[src/rtl/spi_flow_pkg.sv]
package spi_flow_pkg;
  typedef enum logic [1:0] {
    ST_IDLE  = 2'd0,
    ST_SETUP = 2'd1,
    ST_XFER  = 2'd2,
    ST_LAST  = 2'd3
  } seq_state_e;

  localparam int unsigned MODE_CPOL_BIT = 1;
  localparam int unsigned MODE_CPHA_BIT = 0;
endpackage

[src/rtl/spi_half_tick.sv]
module spi_half_tick #(
  parameter int unsigned DIV_W = 8
) (
  input  logic             clk_i,
  input  logic             rst_ni,
  input  logic             run_i,
  input  logic [DIV_W-1:0] half_div_i,
  output logic             tick_o
);
  logic [DIV_W-1:0] cnt_q;

  assign tick_o = run_i && (cnt_q == half_div_i);

  always_ff @(posedge clk_i or negedge rst_ni) begin
    if (!rst_ni)      cnt_q <= '0;
    else if (!run_i)  cnt_q <= '0;
    else if (tick_o)  cnt_q <= '0;
    else              cnt_q <= cnt_q + 1'b1;
  end

  assert_tick_spacing_R5: assert property (@(posedge clk_i) disable iff (!rst_ni)
    tick_o && half_div_i != '0 |=> !tick_o);
endmodule

[src/rtl/spi_shifter.sv]
module spi_shifter #(
  parameter int unsigned WIDTH = 8
) (
  input  logic             clk_i,
  input  logic             rst_ni,
  input  logic             load_i,
  input  logic [WIDTH-1:0] tx_i,
  input  logic             lsb_first_i,
  input  logic             shift_i,
  input  logic             sample_i,
  input  logic             capture_i,
  input  logic             miso_i,
  output logic             mosi_o,
  output logic [WIDTH-1:0] rx_o
);
  logic [WIDTH-1:0] tx_q, rx_q, rx_out_q;
  logic             lsb_q;

  assign mosi_o = lsb_q ? tx_q[0] : tx_q[WIDTH-1];
  assign rx_o   = rx_out_q;

  always_ff @(posedge clk_i or negedge rst_ni) begin
    if (!rst_ni) begin
      tx_q     <= '0;
      rx_q     <= '0;
      rx_out_q <= '0;
      lsb_q    <= 1'b0;
    end else begin
      if (load_i) begin
        tx_q  <= tx_i;
        lsb_q <= lsb_first_i;
        rx_q  <= '0;
      end else if (shift_i) begin
        tx_q <= lsb_q ? {1'b0, tx_q[WIDTH-1:1]} : {tx_q[WIDTH-2:0], 1'b0};
      end
      if (sample_i)
        rx_q <= lsb_q ? {miso_i, rx_q[WIDTH-1:1]} : {rx_q[WIDTH-2:0], miso_i};
      if (capture_i)
        rx_out_q <= rx_q;
    end
  end

  assert_one_event_R4: assert property (@(posedge clk_i) disable iff (!rst_ni)
    $onehot0({load_i, shift_i, sample_i}));
  assert_mosi_stable_R2: assert property (@(posedge clk_i) disable iff (!rst_ni)
    !load_i && !shift_i |=> $stable(mosi_o));
endmodule

[src/rtl/spi_seq.sv]
module spi_seq
  import spi_flow_pkg::*;
#(
  parameter int unsigned WIDTH  = 8,
  parameter int unsigned WAIT_W = 8
) (
  input  logic              clk_i,
  input  logic              rst_ni,
  input  logic              start_i,
  input  logic [1:0]        mode_i,
  input  logic [WAIT_W-1:0] wait_cycles_i,
  input  logic              ready_ni,
  input  logic              tick_i,
  output logic              run_o,
  output logic              load_o,
  output logic              shift_o,
  output logic              sample_o,
  output logic              capture_o,
  output logic              sclk_o,
  output logic              cs_no,
  output logic              done_o,
  output logic              busy_o
);
  localparam int unsigned NUM_EDGES = 2 * WIDTH;
  localparam int unsigned EC_W      = $clog2(NUM_EDGES + 1);
  localparam logic [EC_W-1:0] LAST_EDGE = EC_W'(NUM_EDGES - 1);

  seq_state_e        st_q;
  logic [WAIT_W-1:0] wait_q;
  logic [EC_W-1:0]   edge_q;
  logic              sclk_q, cs_q, done_q, cpol_q, cpha_q;
  logic              xfer_tick, leading;

  assign xfer_tick = (st_q == ST_XFER) && tick_i;
  assign leading   = ~edge_q[0];
  assign run_o     = (st_q == ST_XFER) || (st_q == ST_LAST);
  assign load_o    = (st_q == ST_IDLE) && start_i;
  assign sample_o  = xfer_tick && (cpha_q ? !leading : leading);
  // phase 1 skips the first leading edge, phase 0 skips the final trailing one
  assign shift_o   = xfer_tick && (cpha_q ? (leading && edge_q != '0)
                                          : (!leading && edge_q != LAST_EDGE));
  assign capture_o = (st_q == ST_LAST) && tick_i;
  assign sclk_o    = sclk_q;
  assign cs_no     = cs_q;
  assign done_o    = done_q;
  assign busy_o    = (st_q != ST_IDLE);

  always_ff @(posedge clk_i or negedge rst_ni) begin
    if (!rst_ni) begin
      st_q   <= ST_IDLE;
      wait_q <= '0;
      edge_q <= '0;
      sclk_q <= 1'b0;
      cs_q   <= 1'b1;
      done_q <= 1'b0;
      cpol_q <= 1'b0;
      cpha_q <= 1'b0;
    end else begin
      done_q <= 1'b0;
      unique case (st_q)
        ST_IDLE: begin
          sclk_q <= mode_i[MODE_CPOL_BIT];
          if (start_i) begin
            cpol_q <= mode_i[MODE_CPOL_BIT];
            cpha_q <= mode_i[MODE_CPHA_BIT];
            wait_q <= wait_cycles_i;
            edge_q <= '0;
            cs_q   <= 1'b0;
            st_q   <= ST_SETUP;
          end
        end
        ST_SETUP: begin
          if (wait_q != '0)  wait_q <= wait_q - 1'b1;
          else if (!ready_ni) st_q  <= ST_XFER;
        end
        ST_XFER: begin
          if (tick_i) begin
            sclk_q <= ~sclk_q;
            edge_q <= edge_q + 1'b1;
            if (edge_q == LAST_EDGE) st_q <= ST_LAST;
          end
        end
        ST_LAST: begin
          if (tick_i) begin
            cs_q   <= 1'b1;
            done_q <= 1'b1;
            st_q   <= ST_IDLE;
          end
        end
        default: st_q <= ST_IDLE;
      endcase
    end
  end

  assert_cs_rise_idle_R1: assert property (@(posedge clk_i) disable iff (!rst_ni)
    $rose(cs_q) |-> sclk_q == cpol_q);
  assert_done_pulse_R10: assert property (@(posedge clk_i) disable iff (!rst_ni)
    done_q |=> !done_q);
  assert_no_edge_in_setup_R7: assert property (@(posedge clk_i) disable iff (!rst_ni)
    st_q == ST_SETUP |=> $stable(sclk_q));
  assert_ready_hold_R8: assert property (@(posedge clk_i) disable iff (!rst_ni)
    st_q == ST_SETUP && wait_q == '0 && ready_ni |=> st_q == ST_SETUP && cs_q == 1'b0);
  assert_start_ignored_R9: assert property (@(posedge clk_i) disable iff (!rst_ni)
    st_q != ST_IDLE && start_i |=> st_q != ST_SETUP || $past(st_q) == ST_SETUP);
  assert_done_with_cs_R6: assert property (@(posedge clk_i) disable iff (!rst_ni)
    done_q |-> cs_q);
endmodule

[src/rtl/spi_flow_master.sv]
module spi_flow_master #(
  parameter int unsigned WIDTH  = 8,
  parameter int unsigned DIV_W  = 8,
  parameter int unsigned WAIT_W = 8
) (
  input  logic              clk_i,
  input  logic              rst_ni,
  input  logic              start_i,
  input  logic [WIDTH-1:0]  tx_data_i,
  input  logic [1:0]        mode_i,
  input  logic              lsb_first_i,
  input  logic [DIV_W-1:0]  half_div_i,
  input  logic [WAIT_W-1:0] wait_cycles_i,
  input  logic              ready_ni,
  input  logic              miso_i,
  output logic              sclk_o,
  output logic              mosi_o,
  output logic              cs_no,
  output logic [WIDTH-1:0]  rx_data_o,
  output logic              done_o,
  output logic              busy_o
);
  logic run, tick, load, shift, sample, capture;

  spi_half_tick #(.DIV_W(DIV_W)) u_tick (
    .clk_i, .rst_ni, .run_i(run), .half_div_i, .tick_o(tick)
  );

  spi_seq #(.WIDTH(WIDTH), .WAIT_W(WAIT_W)) u_seq (
    .clk_i, .rst_ni, .start_i, .mode_i, .wait_cycles_i, .ready_ni,
    .tick_i(tick), .run_o(run), .load_o(load), .shift_o(shift),
    .sample_o(sample), .capture_o(capture), .sclk_o, .cs_no, .done_o, .busy_o
  );

  spi_shifter #(.WIDTH(WIDTH)) u_shift (
    .clk_i, .rst_ni, .load_i(load), .tx_i(tx_data_i), .lsb_first_i,
    .shift_i(shift), .sample_i(sample), .capture_i(capture), .miso_i,
    .mosi_o, .rx_o(rx_data_o)
  );
endmodule

[config.mk]
export PLATFORM = sky130hd
export DESIGN_NAME = spi_flow_master
export DESIGN_NICKNAME = d
export VERILOG_FILES = /design/src/rtl/spi_flow_pkg.sv /design/src/rtl/spi_half_tick.sv /design/src/rtl/spi_shifter.sv /design/src/rtl/spi_seq.sv /design/src/rtl/spi_flow_master.sv
export SDC_FILE = /design/constraint.sdc
export NUM_CORES = 1
export LEC_CHECK = 0
export ABC_AREA = 1
export ABC_CLOCK_PERIOD_IN_PS = 2290
export BUFFER_PORTS_ARGS = -buffer_cell sky130_fd_sc_hd__clkbuf_2
export CAP_MARGIN = 20
export CORE_ASPECT_RATIO = 2
export CORE_MARGIN = 1
export CORE_UTILIZATION = 58
export CTS_CLUSTER_SIZE = 30
export DETAILED_ROUTE_END_ITERATION = 12
export PLACE_DENSITY = 0.83
export SLEW_MARGIN = 10
export SYNTH_ARGS = -nofsm -noshare
export SYNTH_HDL_FRONTEND = slang
export SYNTH_SLANG_ARGS = --single-unit
[constraint.sdc]
create_clock -name clk_i -period 2.29 [get_ports clk_i]
set_input_delay 0.1145 -clock clk_i [delete_from_list [all_inputs] [get_ports clk_i]]
set_output_delay 0.1145 -clock clk_i [all_outputs]
set_load 0.02 [all_outputs]
# Word level (Yosys, flattened, before mapping)
# Cells that the tools add are included.
# op_classes
add_sub_neg	3
eq_ne	13
muxes	31
bitwise	2
n_reduce_logical	24
# op_table
op	count
$mux W8	10
$pmux W8 S2	1
$mux W2	6
$reduce_bool A2 Y1	6
$mux W5	2
$pmux W5 S2	1
$reduce_and A3 Y1	3
$add A8 B1 Y8 const B	1
$eq A8 B8 Y1	1
$logic_and A1 B1 Y1	8
$mux W1	8
$ne A2 B2 Y1 const B	4
$pmux W2 S4	1
$reduce_bool A8 Y1	1
$sub A8 B1 Y8 const B	1
$ne A2 B1 Y1 const B	3
$reduce_and A6 Y1	1
$add A5 B1 Y5 const B	1
$eq A5 B4 Y1 const B	1
$ne A5 B4 Y1 const B	1
$reduce_bool A5 Y1	1
$eq A2 B2 Y1 const B	2
$pmux W1 S2	2
$reduce_and A2 Y1	2
other kinds (4)	5
# word_totals
register_bits	52
elab_cells	85

# Depth between registers and ports, before layout
# logic_depth
depth_word	7
ltp_mapped	11
depth_no_buf	10

# Cells and area by module
# A second synthesis with hierarchy kept.
# unflattened
cells_unflattened	404
hier_area_um2	3027.9
# by_module_without_submodules
module	n_inst	cells_each	area_per_inst_um2	seq_area_each_um2
spi_seq	1	181	1283.7	476.7
spi_shifter	1	152	1229.9	625.6
spi_half_tick	1	71	514.2	200.2

# Least setup slack after synthesis
# OpenSTA, ideal clock, no wires.
# synth_path
path_kind	register -> register
from	register u_seq.st_q[0]
to	register u_shift.rx_out_q[6], in the netlist u_shift.rx_o[6]
t_arrival_ns	1.564
t_required_ns	2.173
setup_slack_ns	0.609
stages_incl_launch_ff	12
path_buffers	2
synth_period_minus_slack_ns	1.681
cell_sequence	dfrtp_1 > inv_1 > ha_1 > buf_4 > nor2_1 > nor2_1 > nand3_2 > nor2_4 > nand2_4 > buf_6 > nand2_2 > o21ai_2
# synth_via
elab_chain_cells	4
# synth_lines
item	line_no	text
start: declaration	spi_seq.sv:28	seq_state_e st_q;
start signal: assignment	spi_seq.sv:50	st_q <= ST_IDLE;
start signal: assignment	spi_seq.sv:69	st_q <= ST_SETUP;
start signal: assignment	spi_seq.sv:74	else if (!ready_ni) st_q <= ST_XFER;
$eq A2 B2 Y1 (on tied branches)	spi_seq.sv:36, spi_seq.sv:42	
$logic_or A1 B1 Y1	spi_seq.sv:36	assign run_o = (st_q == ST_XFER) || (st_q == ST_LAST);
$logic_and A1 B1 Y1	spi_half_tick.sv:12	assign tick_o = run_i && (cnt_q == half_div_i);
$logic_and A1 B1 Y1 (*)	spi_seq.sv:42	assign capture_o = (st_q == ST_LAST) && tick_i;
end signal: assignment	spi_shifter.sv:39	rx_out_q <= rx_q;
end: declaration	spi_shifter.sv:16	logic [WIDTH-1:0] tx_q, rx_q, rx_out_q;
# Every way passes the cells marked *; elsewhere a longest branch is shown, timed or not.
# A chain may end at the register's enable or synchronous reset.

# Final worst setup path
# layout_path
from	register u_seq.st_q[0]
to	register u_seq.st_q[1]
# layout_via
elab_chain_cells	5
# layout_lines
item	line_no
$eq A2 B2 Y1	spi_seq.sv:36, spi_seq.sv:60
$logic_or A1 B1 Y1	spi_seq.sv:36
$logic_and A1 B1 Y1	spi_half_tick.sv:12
$ne A2 B1 Y1 (no line)	-
$reduce_and A6 Y1 (no line)	-
# Several ways; a longest one is shown, not always the timed one.

==> flow_summary_export.csv <==
group,metric,value,unit
run_status,status,"completed",
floorplanning,io_pins,45,
routing,firstDrtPassIters,5,
routing,route.detailed.drc,0,
routing,drtIter0Drc,106,
sta,setup_violations,0,
yosys,syn_avg_cell_area,7.318,µm²
setup_path,endpoint_kind,"register",
placed_design,portBuffers,44,
clock_network,htree_levels,2,
layout,mostFrequentLayoutCell,"nand2_1",
clock_network,cts_buffers,5,
grt,antenna_found_initial,0,
pwr,p_sw_frac,0.4541,
setup_path,crit_arrival,2.25,ns
sta,relSlewSlack,0.5682,
yosys,synth_flop_cell,"dfrtp_1",
routing,vias,3009,
pwr,p_int,1887,µW
clock_network,cts-root-buf,"clkbuf_8",
routing,ant_nets,0,
yosys,synth-seq-cells,52,
floorplanning,die_area,5820,µm²
clock_network,tritoncts,"yes",
layout,drive_above_1_share,0.1869,
clock_network,clock_sinks,52,
routing,wl,7151,µm
yosys,synthCells,436,
grt,grt_first_pass_wirelength,12050,µm
grt,grt_overflow,0,
sta,drv_slew,0,
yosys,synth_edf_count,0,
yosys,seq_area_frac_synth,0.4082,
yosys,synth_area,3191,µm²
layout,final_util,0.6864,
clock_network,clk_pin_slew_worst_paths,0.09,ns
setup_path,cp_max_fo,7,
sta,period_needed,2.038,ns
sta,worst_slew_pin_slew,0.6478,ns
grt,met1_usage,0.2956,
floorplanning,chipWidth,54.45,µm
min_path,hold_class,"primary input to register",
grt,grt_max_degree,53,
flow_run,maxCapViolations,0,
yosys,async_flop_share,1.000,
floorplanning,core_area,5231,µm²
grt,grtUsageMet3,0.05248,
sta,fin_ws,0.2522,ns
pwr,pwr-share-clk,0.164,
floorplanning,num_rows,37,
pwr,combPwrFrac,0.477,
clock_network,clkLatencyLatePin,0.33,ns
grt,grt_usage,0.2841,
yosys,syn-num-nets,478,
placed_design,pre_cts_slack,0.3236,ns
placed_design,gp_congestion,0.8817,
sta,setup-tns-final,0,ns
pwr,power_frac_seq,0.359,
sta,rsz0062_at_grt,"false",
placed_design,dp_hpwl,5326,µm
sta,post-route-period-util,0.8899,
setup_path,path_class,"register to register",
pwr,p_leak,0.001961,µW
clock_network,postCtsSetupBuffers,0,
pwr,p_per_area,962.8,nW/µm²
clock_network,cts_max_path_buffers,2,
routing,vias_per_cell,5.521,
pwr,p_sw,1570,µW
sta,timing.fmax,490.7,MHz
yosys,ys_warn_count,0,
layout,fin_nets,528,
setup_path,reg2reg_depth,9,
layout,fillers,457,
routing,drt-wirelength-per-cell,13.12,µm
floorplanning,start_util,0.6099,
layout,diodes,0,
yosys,netlist-cell-type-count,34,
clock_network,postCtsResizedCells,0,
setup_path,critPathLaunchType,"register",
layout,final_cell_mix,"nand2_1 (140), dfrtp_1 (51), inv_1 (50)",
grt,met2_usage,0.5078,
floorplanning,dieHeight,106.9,µm
clock_network,cts_hold_buf,1,
min_path,holdPathStages,3,
pwr,max-vdd-ir-drop,899.2,µV
sta,timing.hold.ws,0.04022,ns
setup_path,worstPathRequired,2.50,ns
layout,areaGrowthSynthToFinish,12.55,%
grt,grt_busiest_layer,"met2",
sta,finClkSkew,0.01107,ns
sta,final-hold-violation-count,0,
pwr,p_total,3457,µW
grt,grt_pass1_vias,2870,
==> critical path, stage by stage (launching register included) <==
cell and delay, ns:
dfrtp_1 0.42, inv_1 0.08, ha_1 0.26, buf_4 0.19, inv_1 0.22, o21ai_0 0.11
nor3_1 0.37, nand2_1 0.13, nand2_1 0.10, nand2_1 0.05
==> synth_stat cells (2+ instances only) <==
cell type | instances | area, µm²
nand4_1 | 10 | 62.56
xor2_1 | 4 | 35.03
clkbuf_1 | 6 | 22.52
nor2_1 | 35 | 131.4
nor2_4 | 2 | 22.52
nand2_4 | 2 | 22.52
o21ai_2 | 9 | 78.83
dfrtp_1 | 51 | 1276
nand3_1 | 40 | 200.2
o21ai_0 | 28 | 140.1
nand2_2 | 3 | 18.77
clkinv_1 | 2 | 7.510
nand2_1 | 140 | 525.5
or2_2 | 2 | 12.51
nand3_2 | 3 | 30.03
a21oi_1 | 4 | 20.02
ha_1 | 10 | 125.1
nor3_1 | 3 | 15.01
a31oi_1 | 9 | 56.30
o2111ai_1 | 4 | 35.03
inv_2 | 5 | 18.77
inv_1 | 50 | 187.7
nor2_2 | 3 | 18.77
==> flip-flops by register name, summed over array words and instances, names as in the netlist <==
| signal | flops |
|---|---|
| u_seq.cpha_q | 1 |
| u_seq.cs_no | 1 |
| u_seq.done_o | 1 |
| u_seq.edge_q | 5 |
| u_seq.sclk_o | 1 |
| u_seq.st_q | 2 |
| u_seq.wait_q | 8 |
| u_shift.lsb_q | 1 |
| u_shift.rx_o | 8 |
| u_shift.rx_q | 8 |
| u_shift.tx_q | 8 |
| u_tick.cnt_q | 8 |
==> routing by layer <==
layer  vias to the layer above  wire length (µm)
li1                       1509                 -
met3                        17               237
met5                         -                 0
met4                         0               245
met1                      1419              2699
met2                        64              3969
==> cell families (layout without fill, tap and decap cells) <==
group,after synthesis,after routing,share of synthesized area
AO/OA/AOI/OAI,58,58,0.1133
AND/OR/NAND/NOR,246,246,0.3447
adder cells (fa/ha/maj),10,10,0.03922
multiplexers,1,1,0.003529
XOR/XNOR,4,4,0.01098
flip-flops,52,52,0.4082
buffers and inverters,65,116,0.08000
==> path summary, 6_finish.rpt <==
path                                             start                           to  slack [ns]
setup / recovery             u_seq.st_q[0]$_DFFE_PN0P_    u_seq.st_q[1]$_DFFE_PN0P_        0.25
hold / removal                               mode_i[0]     u_seq.cpha_q$_DFFE_PN0P_        0.04
setup reg to reg             u_seq.st_q[0]$_DFFE_PN0P_    u_seq.st_q[1]$_DFFE_PN0P_        0.25
hold reg to reg            u_seq.edge_q[3]$_DFFE_PN0P_  u_seq.edge_q[3]$_DFFE_PN0P_        0.49
max in group asynchronous                       rst_ni  u_shift.rx_q[6]$_DFFE_PN0P_        1.42
min in group asynchronous                       rst_ni  u_seq.wait_q[7]$_DFFE_PN0P_        0.42
==> per-stage QoR <==
| stage | area (µm²) | instances |
|---|---|---|
| 6_report | 3591 | 545 |
| 5_1_grt | 3591 | 545 |
| 4_1_cts | 3591 | 545 |
| 3_5_place_dp | 3487 | 536 |
| 3_3_place_gp | 3487 | 536 |
| 2_1_floorplan | 3191 | 436 |
==> final cells by class <==
| cell class | instances | area [µm²] | share of cell area |
|---|---|---|---|
| clock buffer | 7 | 86.33 | 0.02404 |
| clock inverter | 1 | 7.507 | 0.002091 |
| inverter | 57 | 214.0 | 0.05958 |
| multi-input combinational | 319 | 1633 | 0.4547 |
| sequential | 52 | 1303 | 0.3627 |
| tap | 58 | 72.57 | 0.02021 |
| timing repair buffer | 51 | 275.3 | 0.07666 |
==> power by group through the flow <==
stage	combinational [µW]	sequential, µW	clock, µW
2_1_floorplan	1200	1240	0
3_3_place_gp	1590	1250	0
3_5_place_dp	1630	1250	0
4_1_cts	1640	1240	576
5_1_grt	1870	1270	601
6_report	1650	1240	566
(Power assumes the default switching activity.)
